[src/rtl/vecseq_pkg.sv]
package vecseq_pkg;
  typedef enum logic [2:0] {
    OP_HOLD  = 3'd0,
    OP_START = 3'd1,
    OP_STOP  = 3'd2,
    OP_BREAK = 3'd3,
    OP_STEP  = 3'd4
  } seq_op_e;
endpackage

[src/rtl/vecseq_rst_sync.sv]
module vecseq_rst_sync #(
  parameter int STAGES = 2
) (
  input  logic clk,
  input  logic rst_n,
  output logic rst_q_n
);
  logic [STAGES-1:0] chain_q;

  generate
    for (genvar i = 0; i < STAGES; i++) begin : g_stage
      if (i == 0) begin : g_first
        always_ff @(posedge clk or negedge rst_n) begin
          if (!rst_n) chain_q[i] <= 1'b0;
          else        chain_q[i] <= 1'b1;
        end
      end else begin : g_next
        always_ff @(posedge clk or negedge rst_n) begin
          if (!rst_n) chain_q[i] <= 1'b0;
          else        chain_q[i] <= chain_q[i-1];
        end
      end
    end
  endgenerate

  assign rst_q_n = chain_q[STAGES-1];
endmodule

[src/rtl/vecseq_iram.sv]
module vecseq_iram #(
  parameter int ADDR_W = 8,
  parameter int DATA_W = 16,
  localparam int DEPTH = 1 << ADDR_W
) (
  input  logic              clk,
  input  logic              we,
  input  logic [ADDR_W-1:0] waddr,
  input  logic [DATA_W-1:0] wdata,
  input  logic [ADDR_W-1:0] raddr,
  output logic [DATA_W-1:0] rdata
);
  logic [DATA_W-1:0] mem_q [DEPTH];

  always_ff @(posedge clk) begin
    if (we) mem_q[waddr] <= wdata;
  end

  assign rdata = mem_q[raddr];
endmodule

[src/rtl/vecseq_ctrl.sv]
module vecseq_ctrl
  import vecseq_pkg::*;
#(
  parameter int ADDR_W = 8
) (
  input  logic              clk,
  input  logic              rst_n,
  input  logic              start_cmd,
  input  logic              stop_cmd,
  input  logic              fetch_brk,
  output logic [ADDR_W-1:0] addr,
  output logic              running,
  output logic              brk_flag,
  output logic [ADDR_W-1:0] halt_addr
);
  localparam logic [ADDR_W-1:0] ADDR_ONE = ADDR_W'(1);

  logic [ADDR_W-1:0] addr_q, addr_d;
  logic              run_q, run_d;
  logic              brk_q, brk_d;
  logic [ADDR_W-1:0] halt_q, halt_d;
  seq_op_e           op;
  logic              upd_en;

  always_comb begin
    if (start_cmd)                op = OP_START;
    else if (run_q && stop_cmd)   op = OP_STOP;
    else if (run_q && fetch_brk)  op = OP_BREAK;
    else if (run_q)               op = OP_STEP;
    else                          op = OP_HOLD;
  end

  always_comb begin
    addr_d = addr_q;
    run_d  = run_q;
    brk_d  = brk_q;
    halt_d = halt_q;
    case (op)
      OP_START: begin
        addr_d = '0;
        run_d  = 1'b1;
        brk_d  = 1'b0;
        halt_d = '0;
      end
      OP_STOP: begin
        run_d  = 1'b0;
        brk_d  = 1'b0;
        halt_d = addr_q;
      end
      OP_BREAK: begin
        run_d  = 1'b0;
        brk_d  = 1'b1;
        halt_d = addr_q;
      end
      OP_STEP: begin
        addr_d = addr_q + ADDR_ONE;
      end
      default: ;
    endcase
  end

  assign upd_en = (op != OP_HOLD);

  always_ff @(posedge clk or negedge rst_n) begin
    if (!rst_n) begin
      addr_q <= '0;
      run_q  <= 1'b0;
      brk_q  <= 1'b0;
      halt_q <= '0;
    end else if (upd_en) begin
      addr_q <= addr_d;
      run_q  <= run_d;
      brk_q  <= brk_d;
      halt_q <= halt_d;
    end
  end

  assign addr      = addr_q;
  assign running   = run_q;
  assign brk_flag  = brk_q;
  assign halt_addr = halt_q;
endmodule

[src/rtl/vecseq_brk.sv]
module vecseq_brk #(
  parameter int ADDR_W      = 8,
  parameter int INSTR_W     = 16,
  parameter int BRK_BIT     = 15,
  parameter int SYNC_STAGES = 2,
  localparam int STAT_W     = ADDR_W + 2
) (
  input  logic               clk,
  input  logic               rst_n,
  input  logic               wr_en,
  input  logic [ADDR_W-1:0]  wr_addr,
  input  logic [INSTR_W-1:0] wr_data,
  input  logic               start_cmd,
  input  logic               stop_cmd,
  output logic [STAT_W-1:0]  status,
  output logic [ADDR_W-1:0]  vec_addr,
  output logic [INSTR_W-1:0] vec_word
);
  logic               rst_q_n;
  logic [ADDR_W-1:0]  cur_addr;
  logic [INSTR_W-1:0] fetch_word;
  logic               fetch_brk;
  logic               running;
  logic               brk_flag;
  logic [ADDR_W-1:0]  halt_addr;

  vecseq_rst_sync #(.STAGES(SYNC_STAGES)) u_rst (
    .clk     (clk),
    .rst_n   (rst_n),
    .rst_q_n (rst_q_n)
  );

  vecseq_iram #(.ADDR_W(ADDR_W), .DATA_W(INSTR_W)) u_iram (
    .clk   (clk),
    .we    (wr_en),
    .waddr (wr_addr),
    .wdata (wr_data),
    .raddr (cur_addr),
    .rdata (fetch_word)
  );

  assign fetch_brk = fetch_word[BRK_BIT];

  vecseq_ctrl #(.ADDR_W(ADDR_W)) u_ctrl (
    .clk       (clk),
    .rst_n     (rst_q_n),
    .start_cmd (start_cmd),
    .stop_cmd  (stop_cmd),
    .fetch_brk (fetch_brk),
    .addr      (cur_addr),
    .running   (running),
    .brk_flag  (brk_flag),
    .halt_addr (halt_addr)
  );

  assign status   = {running, brk_flag, halt_addr};
  assign vec_addr = cur_addr;
  assign vec_word = fetch_word;
endmodule

[config.mk]
export PLATFORM = sky130hd
export DESIGN_NAME = vecseq_brk
export DESIGN_NICKNAME = d
export VERILOG_FILES = /design/src/rtl/vecseq_pkg.sv /design/src/rtl/vecseq_rst_sync.sv /design/src/rtl/vecseq_iram.sv /design/src/rtl/vecseq_ctrl.sv /design/src/rtl/vecseq_brk.sv
export SDC_FILE = /design/constraint.sdc
export NUM_CORES = 2
export LEC_CHECK = 0
export CAP_MARGIN = 30
export CORE_UTILIZATION = 35
export CTS_CLUSTER_SIZE = 24
export DETAILED_ROUTE_END_ITERATION = 6
export SLEW_MARGIN = 20
export SYNTH_ARGS = -nofsm -noshare
export SYNTH_HDL_FRONTEND = slang
export SYNTH_HIERARCHICAL = 1
export SYNTH_SLANG_ARGS = --single-unit
[constraint.sdc]
create_clock -name clk -period 8.6 [get_ports clk]
set_input_delay 1.72 -clock clk [delete_from_list [all_inputs] [get_ports clk]]
set_output_delay 1.72 -clock clk [all_outputs]
set_load 0.005 [all_outputs]
==> results.tsv <==
metric	value	unit
outcome	finished, violations left	
failing checks	DRC	
reg-to-reg slack, setup	1.94	ns
CP max stage cell	dfrtp_4	
cell repeated most along the worst path	buf_4	
clock transition at the registers of the reported paths	0.06	ns
worst setup skew after layout	0.07122	ns
list of cells traversed by the critical path	buf_12 > buf_12 > buf_4 > buf_4 > mux2i_1 > o221ai_1 > o22ai_1 > nor3_1 > nor3_1 > buf_2 > nor4_1 > buf_4 > clkdlybuf4s50_1	
global route total overflow	0	
mean routed wirelength per cell	30.53	um
initial core utilization	35.18	%
category of the most critical setup path	reg2out	
Rel. slew slack	16.69	%
summed area of non-filler cells in the final layout	182200	um2
share of layout cells above drive strength 1	24.77	%
net count of the mapped netlist	7453	
placement row count	247	
number of sinks handled by clock tree synthesis	4116	
placed cell area	169200	um2
number of top-level pins	63	
net switching fraction of the power	20.51	%
global-route wire length before repair	609.7	mm
insertion delay to the later sink of the worst-skew pair	0.94	ns
leading cell type in the layout, fill and taps excluded	edfxtp_1	
yosys synthesis warning count	6	
CTS-repair resized insts	0	
die footprint	457800	um2
Top Family by Delay on Critical Path	buffers and inverters	
# nets final	7927	
PwrDens	225.1	nW/um2
Antenna Violating Nets Remaining	0	
time the worst path needs with I/O delays and setup	8.245	ns
worst-margin pin slew	1.250	ns
number of hold-repair buffers added at the cts stage	0	
worst supply voltage drop on vdd	0.1813	mV
First DRT Iteration DRCs	9971	
critical path launch point type	register	
highest metal used	met5	
Post-synth ARST share	0.4859	%
hpwl dp	256.9	mm
Critical Path Sink Type	primary output	
max-slew violations	0	
Internal	32600	uW
detailed-route DRC error count	1	
routed metal-1 wire length	171.6	mm
type of the worst min-delay path	reg2async	
deepest clock path buffer count	4	
EDFF count, synth	4096	
combinational share of power	3.8	%
synthesized area	159300	um2
unrepaired setup endpoints after global routing	no	
maximum level of the CTS H-tree	5	
number of instances in the synthesized netlist	7423	
total CTS buffers	396	
Switch Pwr	8413	uW
WL met2	208.8	mm
PortBufs	62	
top library cells by usage in the layout, fill and taps aside	edfxtp_1 (4096), mux4_2 (797), mux2i_1 (573), clkbuf_16 (403), buf_4 (395)	
sequential cell fraction of total power	53.9	%
Clk network pwr share	42.3	%
fillers	39230	
layout overhead on the synthesized area	14.39	%
Setup violations, final	0	
final weighted congestion in routability-driven placement	0.8628	
flop and latch count out of synthesis	4116	
clk root buf	clkbuf_16	
met3 layer wire length in the routed design	35.25	mm
post-synth cell types	60	
Largest stage delay, worst path	0.91	ns
final critical-path share of the clock period	95.87	%
Fin. Hold Viols	0	
Register Area	123500	um2
max_cap viols	0	
top fanout value on the critical path	45	
initial antenna violation count	15	
area of the multi-input gates	33440	um2
Static Leakage	0.05424	uW
Avg Synthesized Cell Area	21.46	um2
width of the chip	676.6	um
accumulated negative setup slack	0	ns
DR pass1 iterations	7	
global router's overall resource usage	18.40	%
vias post-DR	79810	
via count of the first global-routing pass	79160	
TritonCTS clock tree	yes	
Core ar.	452800	um2
postcts setup bufs	0	
critical path data arrival time	6.52	ns
maximum frequency from static timing analysis	121.3	MHz
sequential cell area fraction in the yosys report	77.54	%
worst path bufs/invs	7	
most frequently used flop master after synthesis	edfxtp_1	
largest net degree at the start of global routing	172	
total detailed-routing wirelength	433.5	mm
mean number of vias per cell	5.621	
Worst EP required	6.88	ns
height of the die	676.6	um
==> state kept, by name, summed over array words and instances, names as in the netlist <==
name	flops
u_rst/chain_q	1
u_ctrl/brk_flag	1
u_ctrl/halt_addr	8
u_ctrl/addr	8
u_rst/rst_q_n	1
u_iram/mem_q	4096
u_ctrl/running	1
==> logic make-up after synthesis <==
| kind of cell | after synthesis | synth area share, % |
|---|---|---|
| xor+xnor | 2 | 0.01100 |
| fa+ha+maj | 1 | 0.007855 |
| other cells | 1 | 0.002355 |
| mux | 1459 | 15.50 |
| simple gates | 583 | 1.658 |
| flops | 4116 | 77.54 |
| buf+inv | 463 | 1.709 |
| compound gates | 798 | 3.570 |
==> synth_stat cells, types with 2 or more instances <==
master / instances / area [um2]
and4_1: 2 / 17.52
nor4_1: 18 / 112.6
o221ai_1: 252 / 2207
a31oi_1: 6 / 37.54
clkbuf_1: 231 / 867.1
or3_1: 4 / 25.02
buf_4: 28 / 210.2
a22o_1: 32 / 280.3
nor3_1: 92 / 460.4
nand3_1: 36 / 180.2
buf_1: 28 / 105.1
o31ai_1: 18 / 135.1
nor2_1: 315 / 1182
nor2b_1: 10 / 62.56
mux2i_1: 573 / 5736
edfxtp_1: 4096 / 123000
nand4b_1: 3 / 26.28
a21o_1: 2 / 15.01
xnor2_1: 2 / 17.52
inv_1: 5 / 18.77
buf_2: 77 / 385.4
o21ai_0: 39 / 195.2
nand2_1: 42 / 157.7
a221oi_1: 28 / 245.2
or4_1: 2 / 15.01
nor3b_1: 2 / 15.01
or2_2: 4 / 25.02
and3_1: 11 / 68.82
o22ai_1: 148 / 925.9
buf_12: 5 / 100.1
nand2b_1: 3 / 18.77
buf_6: 77 / 867.1
a21oi_1: 181 / 905.9
dfrtp_1: 20 / 500.5
nor4bb_1: 2 / 20.02
a2111oi_0: 6 / 52.55
a22oi_1: 43 / 322.8
mux4_2: 797 / 17950
mux2_2: 89 / 1002
a211oi_1: 19 / 142.6
buf_8: 11 / 165.2
o32ai_1: 20 / 175.2
nand4_1: 27 / 168.9
==> power groups by stage <==
stage                     logic [uW]  clock network (uW)  registers (uW)
after floorplan                  900                   0           22500
after global placement          1520                   0           22500
after detailed placement        1570                   0           22500
after CTS                       1570               17600           22100
after global routing            1640               18300           22100
final                           1550               17300           22100
==> area by class of cell <==
cell class / count / area share [%]
Antenna cell: 10 / 0.01373
Clock buffer: 477 / 5.688
Clock inverter: 236 / 1.323
Inverter: 6 / 0.01923
Multi-Input combinational cell: 2844 / 18.36
Sequential cell: 4116 / 67.80
Tap cell: 5976 / 4.104
Timing Repair Buffer: 533 / 2.701
==> stage by stage <==
| step | hold WS, ns | worst slack, ns | power [uW] | utilization, % | instances |
|---|---|---|---|---|---|
| finish | 0.2018 | 0.3553 | 41010 | 40.24 | 14200 |
| global route | 0.2450 | 0.2003 | 42060 | 40.24 | 14190 |
| CTS | 0.2057 | 0.2156 | 41270 | 40.19 | 14170 |
| detailed placement | 0.2383 | 1.231 | 24110 | 37.37 | 13460 |
| global placement | 0.3419 | 0.8827 | 24070 | 37.26 | 13430 |
| floorplan | 0.2266 | 4.230 | 23440 | - | 7423 |
==> path summary, 6_finish.rpt <==
check | start | end | depth (start not counted)
max | u_ctrl/addr[0] | vec_word[1] | 13
min | u_rst/rst_q_n | u_ctrl/brk_flag | 0
max reg2reg | u_ctrl/addr[0] | u_ctrl/addr[3] | 13
min reg2reg | u_rst/rst_q_n | u_ctrl/brk_flag | 0
max in group asynchronous | rst_n | u_rst/chain_q[0] | 1
min in group clk | u_rst/chain_q[0] | u_rst/rst_q_n | 0
==> routing by layer <==
layer  GRT usage [%]  vias to the layer above
met5               0                        -
met1           24.90                    42950
met4           6.829                        4
met2           30.04                     3752
li1                -                    32450
met3           2.976                      663
Power figures use the tool's default switching activity.
